<file path="src/rtl/lsu_pkg.sv">
package lsu_pkg;

    localparam int unsigned OPC_W = 6;

    // access width
    typedef enum logic [1:0] {
        SZ_BYTE = 2'd0,
        SZ_HALF = 2'd1,
        SZ_WORD = 2'd2
    } lsu_size_e;

    // opcode values (instruction bits 31..26)
    localparam logic [OPC_W-1:0] OPC_LD_S8  = 6'd4;
    localparam logic [OPC_W-1:0] OPC_LD_U8  = 6'd16;
    localparam logic [OPC_W-1:0] OPC_LD_S16 = 6'd7;
    localparam logic [OPC_W-1:0] OPC_LD_U16 = 6'd11;
    localparam logic [OPC_W-1:0] OPC_LD_32  = 6'd10;
    localparam logic [OPC_W-1:0] OPC_ST_8   = 6'd12;
    localparam logic [OPC_W-1:0] OPC_ST_16  = 6'd3;
    localparam logic [OPC_W-1:0] OPC_ST_32  = 6'd22;

    typedef struct packed {
        logic      is_mem;
        logic      is_load;
        logic      sgn;
        lsu_size_e size;
    } lsu_dec_t;

endpackage

</file>
<file path="src/rtl/lsu_decode.sv">
module lsu_decode
    import lsu_pkg::*;
(
    input  logic [OPC_W-1:0] opc,
    output lsu_dec_t         dec
);
    always_comb begin
        dec = '{is_mem: 1'b0, is_load: 1'b0, sgn: 1'b0, size: SZ_WORD};
        unique case (opc)
            OPC_LD_S8:  dec = '{is_mem: 1'b1, is_load: 1'b1, sgn: 1'b1, size: SZ_BYTE};
            OPC_LD_U8:  dec = '{is_mem: 1'b1, is_load: 1'b1, sgn: 1'b0, size: SZ_BYTE};
            OPC_LD_S16: dec = '{is_mem: 1'b1, is_load: 1'b1, sgn: 1'b1, size: SZ_HALF};
            OPC_LD_U16: dec = '{is_mem: 1'b1, is_load: 1'b1, sgn: 1'b0, size: SZ_HALF};
            OPC_LD_32:  dec = '{is_mem: 1'b1, is_load: 1'b1, sgn: 1'b0, size: SZ_WORD};
            OPC_ST_8:   dec = '{is_mem: 1'b1, is_load: 1'b0, sgn: 1'b0, size: SZ_BYTE};
            OPC_ST_16:  dec = '{is_mem: 1'b1, is_load: 1'b0, sgn: 1'b0, size: SZ_HALF};
            OPC_ST_32:  dec = '{is_mem: 1'b1, is_load: 1'b0, sgn: 1'b0, size: SZ_WORD};
            default:    ;
        endcase
    end
endmodule

</file>
<file path="src/rtl/lsu_store_lane.sv">
module lsu_store_lane
    import lsu_pkg::*;
#(
    parameter int unsigned DATA_W = 32,
    localparam int unsigned LANES = DATA_W / 8,
    localparam int unsigned OFF_W = $clog2(LANES)
) (
    input  lsu_size_e         size,
    input  logic [OFF_W-1:0]  off,
    input  logic [DATA_W-1:0] src,
    output logic [LANES-1:0]  be,
    output logic [DATA_W-1:0] wdata
);
    int          nb;
    logic [LANES:0] ones;

    always_comb begin
        unique case (size)
            SZ_BYTE: nb = 1;
            SZ_HALF: nb = 2;
            default: nb = LANES;
        endcase
        ones = ((LANES+1)'(1) << nb) - (LANES+1)'(1);
        // lowest enable belongs to the highest offset (big-endian)
        be   = ones[LANES-1:0] << (LANES - nb - int'(off));
    end

    for (genvar i = 0; i < LANES; i++) begin : g_lane
        // lane i carries byte offset i at bits DATA_W-1-8i downto DATA_W-8-8i
        localparam int unsigned HI = DATA_W - 1 - 8 * i;
        localparam int unsigned HB = (i % 2 == 0) ? 15 : 7;
        always_comb begin
            unique case (size)
                SZ_BYTE: wdata[HI -: 8] = src[7:0];
                SZ_HALF: wdata[HI -: 8] = src[HB -: 8];
                default: wdata[HI -: 8] = src[HI -: 8];
            endcase
        end
    end
endmodule

</file>
<file path="src/rtl/lsu_load_lane.sv">
module lsu_load_lane
    import lsu_pkg::*;
#(
    parameter int unsigned DATA_W = 32,
    localparam int unsigned LANES = DATA_W / 8,
    localparam int unsigned OFF_W = $clog2(LANES)
) (
    input  lsu_size_e         size,
    input  logic              sgn,
    input  logic [OFF_W-1:0]  off,
    input  logic [DATA_W-1:0] rdata,
    output logic [DATA_W-1:0] data
);
    int                nb;
    logic [DATA_W-1:0] shifted;

    always_comb begin
        unique case (size)
            SZ_BYTE: nb = 1;
            SZ_HALF: nb = 2;
            default: nb = LANES;
        endcase
        // bring the addressed lanes down to bit 0; shared by signed and unsigned
        shifted = rdata >> (8 * (LANES - nb - int'(off)));
        unique case (size)
            SZ_BYTE: data = {{(DATA_W-8){sgn & shifted[7]}},   shifted[7:0]};
            SZ_HALF: data = {{(DATA_W-16){sgn & shifted[15]}}, shifted[15:0]};
            default: data = shifted;
        endcase
    end
endmodule

</file>
<file path="src/rtl/lsu_lane_align.sv">
module lsu_lane_align
    import lsu_pkg::*;
#(
    parameter int unsigned DATA_W = 32,
    parameter int unsigned IDX_W  = 5,
    localparam int unsigned LANES  = DATA_W / 8,
    localparam int unsigned OFF_W  = $clog2(LANES),
    localparam int unsigned WA_W   = DATA_W - OFF_W,
    localparam int unsigned IMM_W  = 16,
    localparam int unsigned INSN_W = OPC_W + 2 * IDX_W + IMM_W
) (
    input  logic              clk,
    input  logic              rst_n,
    input  logic              req_valid,
    input  logic [INSN_W-1:0] instr,
    output logic [IDX_W-1:0]  base_sel,
    output logic [IDX_W-1:0]  src_sel,
    input  logic [DATA_W-1:0] base_val,
    input  logic [DATA_W-1:0] src_val,
    output logic              busy,
    output logic              bus_req,
    output logic              bus_we,
    output logic [WA_W-1:0]   bus_waddr,
    output logic [LANES-1:0]  bus_be,
    output logic [DATA_W-1:0] bus_wdata,
    input  logic              bus_ack,
    input  logic [DATA_W-1:0] bus_rdata,
    output logic              ld_valid,
    output logic [IDX_W-1:0]  ld_idx,
    output logic [DATA_W-1:0] ld_data,
    output logic              mis_flag
);
    typedef struct packed {
        logic              busy;
        logic              we;
        logic [WA_W-1:0]   waddr;
        logic [LANES-1:0]  be;
        logic [DATA_W-1:0] wdata;
        lsu_size_e         size;
        logic              sgn;
        logic [OFF_W-1:0]  off;
        logic [IDX_W-1:0]  idx;
        logic              ld_vld;
        logic [DATA_W-1:0] ld_data;
        logic              mis;
    } st_t;

    st_t st_d, st_q;

    // instruction fields
    logic [OPC_W-1:0]  opc;
    logic [IMM_W-1:0]  imm;
    logic [DATA_W-1:0] ea;
    logic [OFF_W-1:0]  ea_off;
    logic              misal;
    lsu_dec_t          dec;
    logic [LANES-1:0]  st_be;
    logic [DATA_W-1:0] st_wdata;
    logic [DATA_W-1:0] ld_ext;

    assign opc      = instr[INSN_W-1 -: OPC_W];
    assign base_sel = instr[IMM_W + IDX_W +: IDX_W];
    assign src_sel  = instr[IMM_W +: IDX_W];
    assign imm      = instr[IMM_W-1:0];
    assign ea       = base_val + {{(DATA_W-IMM_W){imm[IMM_W-1]}}, imm};
    assign ea_off   = ea[OFF_W-1:0];

    lsu_decode u_dec (
        .opc (opc),
        .dec (dec)
    );

    lsu_store_lane #(.DATA_W(DATA_W)) u_st (
        .size  (dec.size),
        .off   (ea_off),
        .src   (src_val),
        .be    (st_be),
        .wdata (st_wdata)
    );

    lsu_load_lane #(.DATA_W(DATA_W)) u_ld (
        .size  (st_q.size),
        .sgn   (st_q.sgn),
        .off   (st_q.off),
        .rdata (bus_rdata),
        .data  (ld_ext)
    );

    always_comb begin
        unique case (dec.size)
            SZ_BYTE: misal = 1'b0;
            SZ_HALF: misal = ea_off[0];
            default: misal = (ea_off != '0);
        endcase
    end

    always_comb begin
        st_d        = st_q;
        st_d.ld_vld = 1'b0;
        st_d.mis    = 1'b0;
        if (!st_q.busy) begin
            if (req_valid && dec.is_mem) begin
                if (misal) begin
                    st_d.mis = 1'b1;
                end else begin
                    st_d.busy  = 1'b1;
                    st_d.we    = !dec.is_load;
                    st_d.waddr = ea[DATA_W-1:OFF_W];
                    st_d.be    = st_be;
                    st_d.wdata = st_wdata;
                    st_d.size  = dec.size;
                    st_d.sgn   = dec.sgn;
                    st_d.off   = ea_off;
                    st_d.idx   = src_sel;
                end
            end
        end else if (bus_ack) begin
            st_d.busy = 1'b0;
            if (!st_q.we) begin
                st_d.ld_vld  = 1'b1;
                st_d.ld_data = ld_ext;
            end
        end
    end

    always_ff @(posedge clk or negedge rst_n) begin
        if (!rst_n) begin
            st_q <= '{size: SZ_WORD, default: '0};
        end else begin
            st_q <= st_d;
        end
    end

    assign busy      = st_q.busy;
    assign bus_req   = st_q.busy;
    assign bus_we    = st_q.we;
    assign bus_waddr = st_q.waddr;
    assign bus_be    = st_q.be;
    assign bus_wdata = st_q.wdata;
    assign ld_valid  = st_q.ld_vld;
    assign ld_idx    = st_q.idx;
    assign ld_data   = st_q.ld_data;
    assign mis_flag  = st_q.mis;

endmodule

</file>
<file path="config.mk">
export PLATFORM = sky130hd
export DESIGN_NAME = lsu_lane_align
export DESIGN_NICKNAME = d
export VERILOG_FILES = /design/src/rtl/lsu_pkg.sv /design/src/rtl/lsu_decode.sv /design/src/rtl/lsu_store_lane.sv /design/src/rtl/lsu_load_lane.sv /design/src/rtl/lsu_lane_align.sv
export SDC_FILE = /design/constraint.sdc
export NUM_CORES = 1
export LEC_CHECK = 0
export BUFFER_PORTS_ARGS = -buffer_cell sky130_fd_sc_hd__buf_2
export CORE_UTILIZATION = 45
export CTS_CLUSTER_SIZE = 25
export DETAILED_ROUTE_END_ITERATION = 7
export PLACE_DENSITY = 0.77
export SLEW_MARGIN = 20
export SYNTH_ARGS = -nofsm -noshare
export SYNTH_HDL_FRONTEND = slang
export SYNTH_HIERARCHICAL = 1
export SYNTH_SLANG_ARGS = --single-unit
</file>
<file path="constraint.sdc">
create_clock -name clk -period 3.6 [get_ports clk]
set_input_delay 0.18 -clock clk [delete_from_list [all_inputs] [get_ports clk]]
set_output_delay 0.18 -clock clk [all_outputs]
set_load 0.01 [all_outputs]
</file>
Word level (Yosys, flattened, before mapping)
Cells that the tools add are included.
{"block": "word_totals", "regBits": 112, "input_bits": 132, "word_cells": 62}
{"block": "op_classes", "addsub": 6, "eq_ne": 10, "shift": 3, "n_mux": 18, "n_bitwise": 5, "reduce_logical": 8}
{"cell": "two-way mux 78 bit", "count": 2}
{"cell": "two-way mux 33 bit", "count": 3}
{"cell": "case mux 32 bit (2 select lines)", "count": 1}
{"cell": "case mux 5 bit (8 select lines)", "count": 1}
{"cell": "adder 32 bit", "count": 1}
{"cell": "left shift 4 x 32 -> 4 bit", "count": 1}
{"cell": "right shift 32 x 32 -> 32 bit", "count": 1}
{"cell": "subtractor 32 x 2 -> 32 bit", "count": 1}
{"cell": "subtractor 29 x 2 -> 29 bit", "count": 1}
{"cell": "equality test 6 x 4 -> 1 bit, second input constant", "count": 3}
{"cell": "two-way mux 8 bit", "count": 2}
{"cell": "case mux 8 bit (2 select lines)", "count": 1}
{"cell": "equality test 6 x 3 -> 1 bit, second input constant", "count": 2}
{"cell": "equality test 6 x 5 -> 1 bit, second input constant", "count": 2}
{"cell": "case mux 3 bit (2 select lines)", "count": 2}
{"cell": "subtractor 3 x 3 -> 4 bit, first input constant", "count": 2}
{"cell": "equality test 6 x 2 -> 1 bit, second input constant", "count": 1}
{"cell": "AND reduction 3 bit", "count": 2}
{"cell": "two-way mux 1 bit", "count": 5}
{"cell": "equality test 2 x 1 -> 1 bit, second input constant", "count": 2}
{"cell": "logical NOT 2 bit", "count": 2}
{"cell": "left shift 1 x 3 -> 4 bit, first input constant", "count": 1}
{"cell": "subtractor 4 x 2 -> 4 bit, second input constant", "count": 1}
{"cell": "NOT 1 bit", "count": 3}
{"cell": "6 further kinds", "count": 7}

Depth between registers and ports, before layout
{"block": "depth", "word_depth": 10, "ltp_mapped": 13, "mapped_depth_nobuf": 13}

Cells and area by module
Netlist, hierarchy kept.
{"module": "lsu_lane_align", "instances": 1, "cells_per_inst": 799, "area_each_um2": 6725.2, "seq_area_each_um2": 2803.9}
{"module": "lsu_load_lane", "instances": 1, "cells_per_inst": 126, "area_each_um2": 977.2, "seq_area_each_um2": 0.0}
{"module": "lsu_store_lane", "instances": 1, "cells_per_inst": 73, "area_each_um2": 601.8, "seq_area_each_um2": 0.0}
{"module": "lsu_decode", "instances": 1, "cells_per_inst": 24, "area_each_um2": 157.7, "seq_area_each_um2": 0.0}

Least setup slack after synthesis
OpenSTA, ideal clock, no wires.
{"block": "synth_timing", "path_type": "reg2reg", "start": "register st_q[43] in the netlist's numbering", "end": "register st_q, in the netlist ld_data[18]", "arrival_time_ns": 3.196, "required_time_ns": 3.535, "slack_ns": 0.339, "path_stages_with_launch": 14, "n_path_buf": 3, "cell_sequence": "dfstp_2 > or2_2 > clkbuf_1 > ha_1 > inv_1 > fa_1 > fa_1 > and4b_1 > clkbuf_1 > nand3_1 > buf_2 > o32ai_1 > nand2_1 > nand2_1"}
{"block": "synth_via", "elab_chain_len": 7, "elab_cells_between_ends": 9, "classes_between": "add/sub (2); eq/ne (1); shift (1); mux (2); bitwise (2); reduce/logical (1)"}
{"element": "from (decl)", "line": "lsu_lane_align.sv:48", "rtl": "st_t st_d, st_q;"}
{"element": "from (signal assigned)", "line": "lsu_lane_align.sv:130", "rtl": "st_q <= st_d;"}
{"element": "equality test 2 x 1 -> 1 bit or logical NOT 2 bit (tied branches)", "line": "lsu_load_lane.sv:18, lsu_load_lane.sv:25"}
{"element": "case mux 3 bit (2 select lines)", "line": "lsu_load_lane.sv:18", "rtl": "unique case (size)"}
{"element": "subtractor 3 x 3 -> 4 bit", "line": "lsu_load_lane.sv:24", "rtl": "shifted = rdata >> (8 * (LANES - nb - int'(off)));"}
{"element": "subtractor 29 x 2 -> 29 bit", "line": "lsu_load_lane.sv:24"}
{"element": "right shift 32 x 32 -> 32 bit", "line": "lsu_load_lane.sv:24"}
{"element": "bitwise AND 1 bit, on equally long branches", "line": "lsu_load_lane.sv:27, lsu_load_lane.sv:26"}
{"element": "case mux 32 bit (2 select lines) (*)", "line": "lsu_load_lane.sv:25", "rtl": "unique case (size)"}
{"element": "net ld_ext[18]", "line": "lsu_lane_align.sv:59", "rtl": "logic [DATA_W-1:0] ld_ext;"}
The timed path passes the listed nets; every way through them passes the cells marked *.
A chain may end at the register's enable or synchronous reset.

Worst setup path after layout
{"block": "layout_timing", "start": "register st_q[43] in the netlist's numbering", "end": "register st_q, in the netlist ld_data[24]"}
The elaborated chain is that of the path after synthesis.

==> impl_metrics.yaml <==
status:
  run_status: "finished with violations"
  failed_checks: "DRC"
detailed_routing:
  drt_pass_1_iters: 8
  detail_route.vias_per_cell: 5.361
  via_count: 7216
  dr.max_layer_used: "met4"
  drt-met1-wl_um: 9514
  wl_per_cell_um: 15.63
  drcViolationCount: 17
  dr_wl_met3_um: 1248
  routed_wl_um: 21040
  dr_wl_met2_um: 9804
  drt_iter0_drc: 396
  route.antenna.remaining_nets: 0
floorplan:
  die_x_um: 139.1
  design.die.area_um2: 19360
  count_of_standard_cell_rows: 49
  initial_core_util_pct: 46.47
  core_area_um2: 18210
  die_height_um: 139.1
  io-pin-count: 250
sta:
  fin_tns_setup_ps: 0
  final_hold_viol_count: 0
  fmax_mhz: 306.2
  finClkSkew_ps: 11.06
  worst-slew-pin-transition_ps: 986.7
  final-setup-viol-count: 0
  rsz0062_at_grt: "no"
  report.final.slew_viol_count: 0
  finalWorstPathRequiredPeriod_ps: 3266
  worst_slew_margin_rel_pct: 34.15
  finalCritPeriodShare_pct: 90.73
setup_path:
  cp-end-kind: "flip-flop"
  critical_path_required_ps: 3880
  ff2ff_path_depth: 10
  criticalPathCategory: "reg2reg"
  crit_path_start_kind: "flip-flop"
  crit_fanout: 10
  worst-endpoint-arrival_ps: 3550
cells_and_area:
  seqCellArea_um2: 2804
  layout-drive-gt1-share_pct: 28.65
  area_delta_synth_final_pct: 8.990
  postLayoutCellArea_um2: 9223
  final-instance-count-excl-fill: 1346
  multi_input_area_um2: 4402
  num-nets-final: 1288
  nFillCells: 1762
  ant_cells: 0
synth:
  mapped_cell_area_um2: 8462
  post_synth_and_or_nand_nor_area_fraction_pct: 19.96
  synth-adder-area-share_pct: 6.772
  synth_async_sr_flop_share_pct: 100.0
  postSynthRegisterBits: 112
  synth.area.mux_share_pct: 7.083
  syn_avg_cell_area_um2: 8.280
  post_syn_instances: 1022
  synthesized_net_count: 1198
  synth_compound_gate_area_share_pct: 15.22
  ys_types: 74
  synth_enable_flop_cells: 0
  post_synth_xor_area_fraction_pct: 2.795
  number_of_synthesis_warnings: 6
  synth_top_family_by_area: "simple AND/OR/NAND/NOR gates"
  synth_seq_area_share_pct: 33.14
  synth_flop_cell: "dfrtp_1"
place:
  port-buffer-count: 239
  dpl_cell_area_um2: 8912
  numPlacedInstances: 1328
  hpwl_reported_at_the_end_of_detailed_placement_um: 15800
  gp_congestion: 0.8970
clocking:
  ctsHtreeMaxLevel: 3
  cts_resized: 0
  tritoncts_clock_tree: "built"
  clock_sinks: 112
  cts_buf_count: 9
  clk_transition_reported_paths_ps: 80
  clk-insertion-delay-late_ps: 350
  cts_root_buf: "clkbuf_16"
  ctsLongestPathBuffers: 2
hold_path:
  worst_hold_path_cells: 3
  worst_hold_path_type: "in2reg"
global_route:
  via_count_of_the_first_global_routing_pass: 6753
  grt_overflow_total: 0
  grt_antenna_before_repair: 0
  grt_use_total_pct: 22.01
  grt_pass1_wl_um: 34490
  grt_max_degree: 61
flow_run:
  number_of_maximum_capacitance_constraint_violations: 0
pwr:
  post-layout-total-power_w: 0.005116
  leakage_nw: 4.999
  power_density_nw_per_um2: 554.7
  worst_ir_drop_vdd_mv: 0.2173
[final cells by class]
class / count / area share (%)
clock buffer: 11 / 2.632
clock inverter: 5 / 0.5155
inverter: 29 / 1.207
multi-input combinational: 706 / 47.73
sequential: 112 / 30.40
tap: 229 / 3.107
timing repair buffer: 254 / 14.41
[cell families after synthesis]
| kind of cell | after synthesis |
|---|---|
| AND/OR/NAND/NOR | 399 |
| buffers and inverters | 204 |
| AO/OA/AOI/OAI | 184 |
| flip-flops | 112 |
| multiplexers | 52 |
| adder cells (fa/ha/maj) | 44 |
| XOR/XNOR | 27 |
[final timing paths]
path | from | endpoint | slack, ps
min in group asynchronous | rst_n | bus_waddr[0] | 420
worst min-delay path | instr[20] | ld_idx[4] | 30
worst max register to register | st_q[43] | ld_data[24] | 330
worst min register to register | ld_data[21] | ld_data[21] | 470
worst max-delay path | st_q[43] | ld_data[24] | 330
max in group asynchronous | rst_n | st_q[43] | 2370
[routing by layer]
metal	vias up	global-route usage [%]
li1	3530	-
met1	3366	30.03
met2	286	35.19
met3	34	3.384
met4	0	8.246
met5	-	0
[Yosys cell counts, types with 22 or more instances]
| master | instances | area, um2 |
|---|---|---|
| buf_4 | 122 | 915.9 |
| inv_1 | 28 | 105.1 |
| dfrtp_1 | 111 | 2778 |
| ha_1 | 41 | 513.0 |
| o21ai_0 | 29 | 145.1 |
| nor2_1 | 34 | 127.6 |
| a21o_1 | 22 | 165.2 |
| nand2_1 | 292 | 1096 |
| mux2i_1 | 25 | 250.2 |
| clkbuf_1 | 30 | 112.6 |
| a21oi_1 | 30 | 150.1 |
[critical path: stages (launching register included)]
cell	delay (ps)
dfstp_2	640
or2_2	270
ha_1	190
inv_1	60
fa_1	410
fa_1	430
and4b_1	390
nand4_1	370
o32ai_1	250
nand2_1	90
nand2_1	100
[metrics by stage]
stage,utilization [%],worst slack [ps],hold WS (ps)
after floorplan,-,339.0,-115.6
after global placement,48.95,536.4,277.3
after detailed placement,48.95,380.2,285.6
after CTS,50.65,362.8,7.261
after global routing,50.65,123.5,37.86
final,50.65,333.7,26.31
[repair_timing]
item / CTS / global route
setup buffers: 0 / 0
hold endpoints to repair: 53 / 0
hold buffers: 2 / 0
endpoints found under the setup margin: 0 / 0
[state kept, by name, summed over array words and instances, names as in the netlist]
name       count
ld_data       32
bus_wdata     32
mis_flag       1
bus_req        1
ld_idx         5
bus_we         1
bus_waddr     30
ld_valid       1
st_q           5
bus_be         4
[where the power goes]
| group | switching [W] | leakage, nW | internal (W) |
|---|---|---|---|
| clock network | 0.000494 | 0.140 | 0.000504 |
| registers | 0.000190 | 1.48 | 0.00159 |
| logic | 0.00136 | 3.38 | 0.000971 |
[cell usage in the layout, fill, tap and decap left out, drive strengths merged, types with 13 or more instances in the layout]
| cell | count |
|---|---|
| nand2 | 292 |
| buf | 252 |
| dfrtp | 111 |
| o21ai | 50 |
| ha | 41 |
| nor2 | 35 |
| a21oi | 32 |
| inv | 32 |
| mux2i | 25 |
| mux2 | 25 |
| a21o | 22 |
| o32ai | 16 |
| nand4 | 14 |
| xor2 | 14 |
| nand3 | 14 |
| xnor2 | 13 |
(Power assumes the default switching activity.)
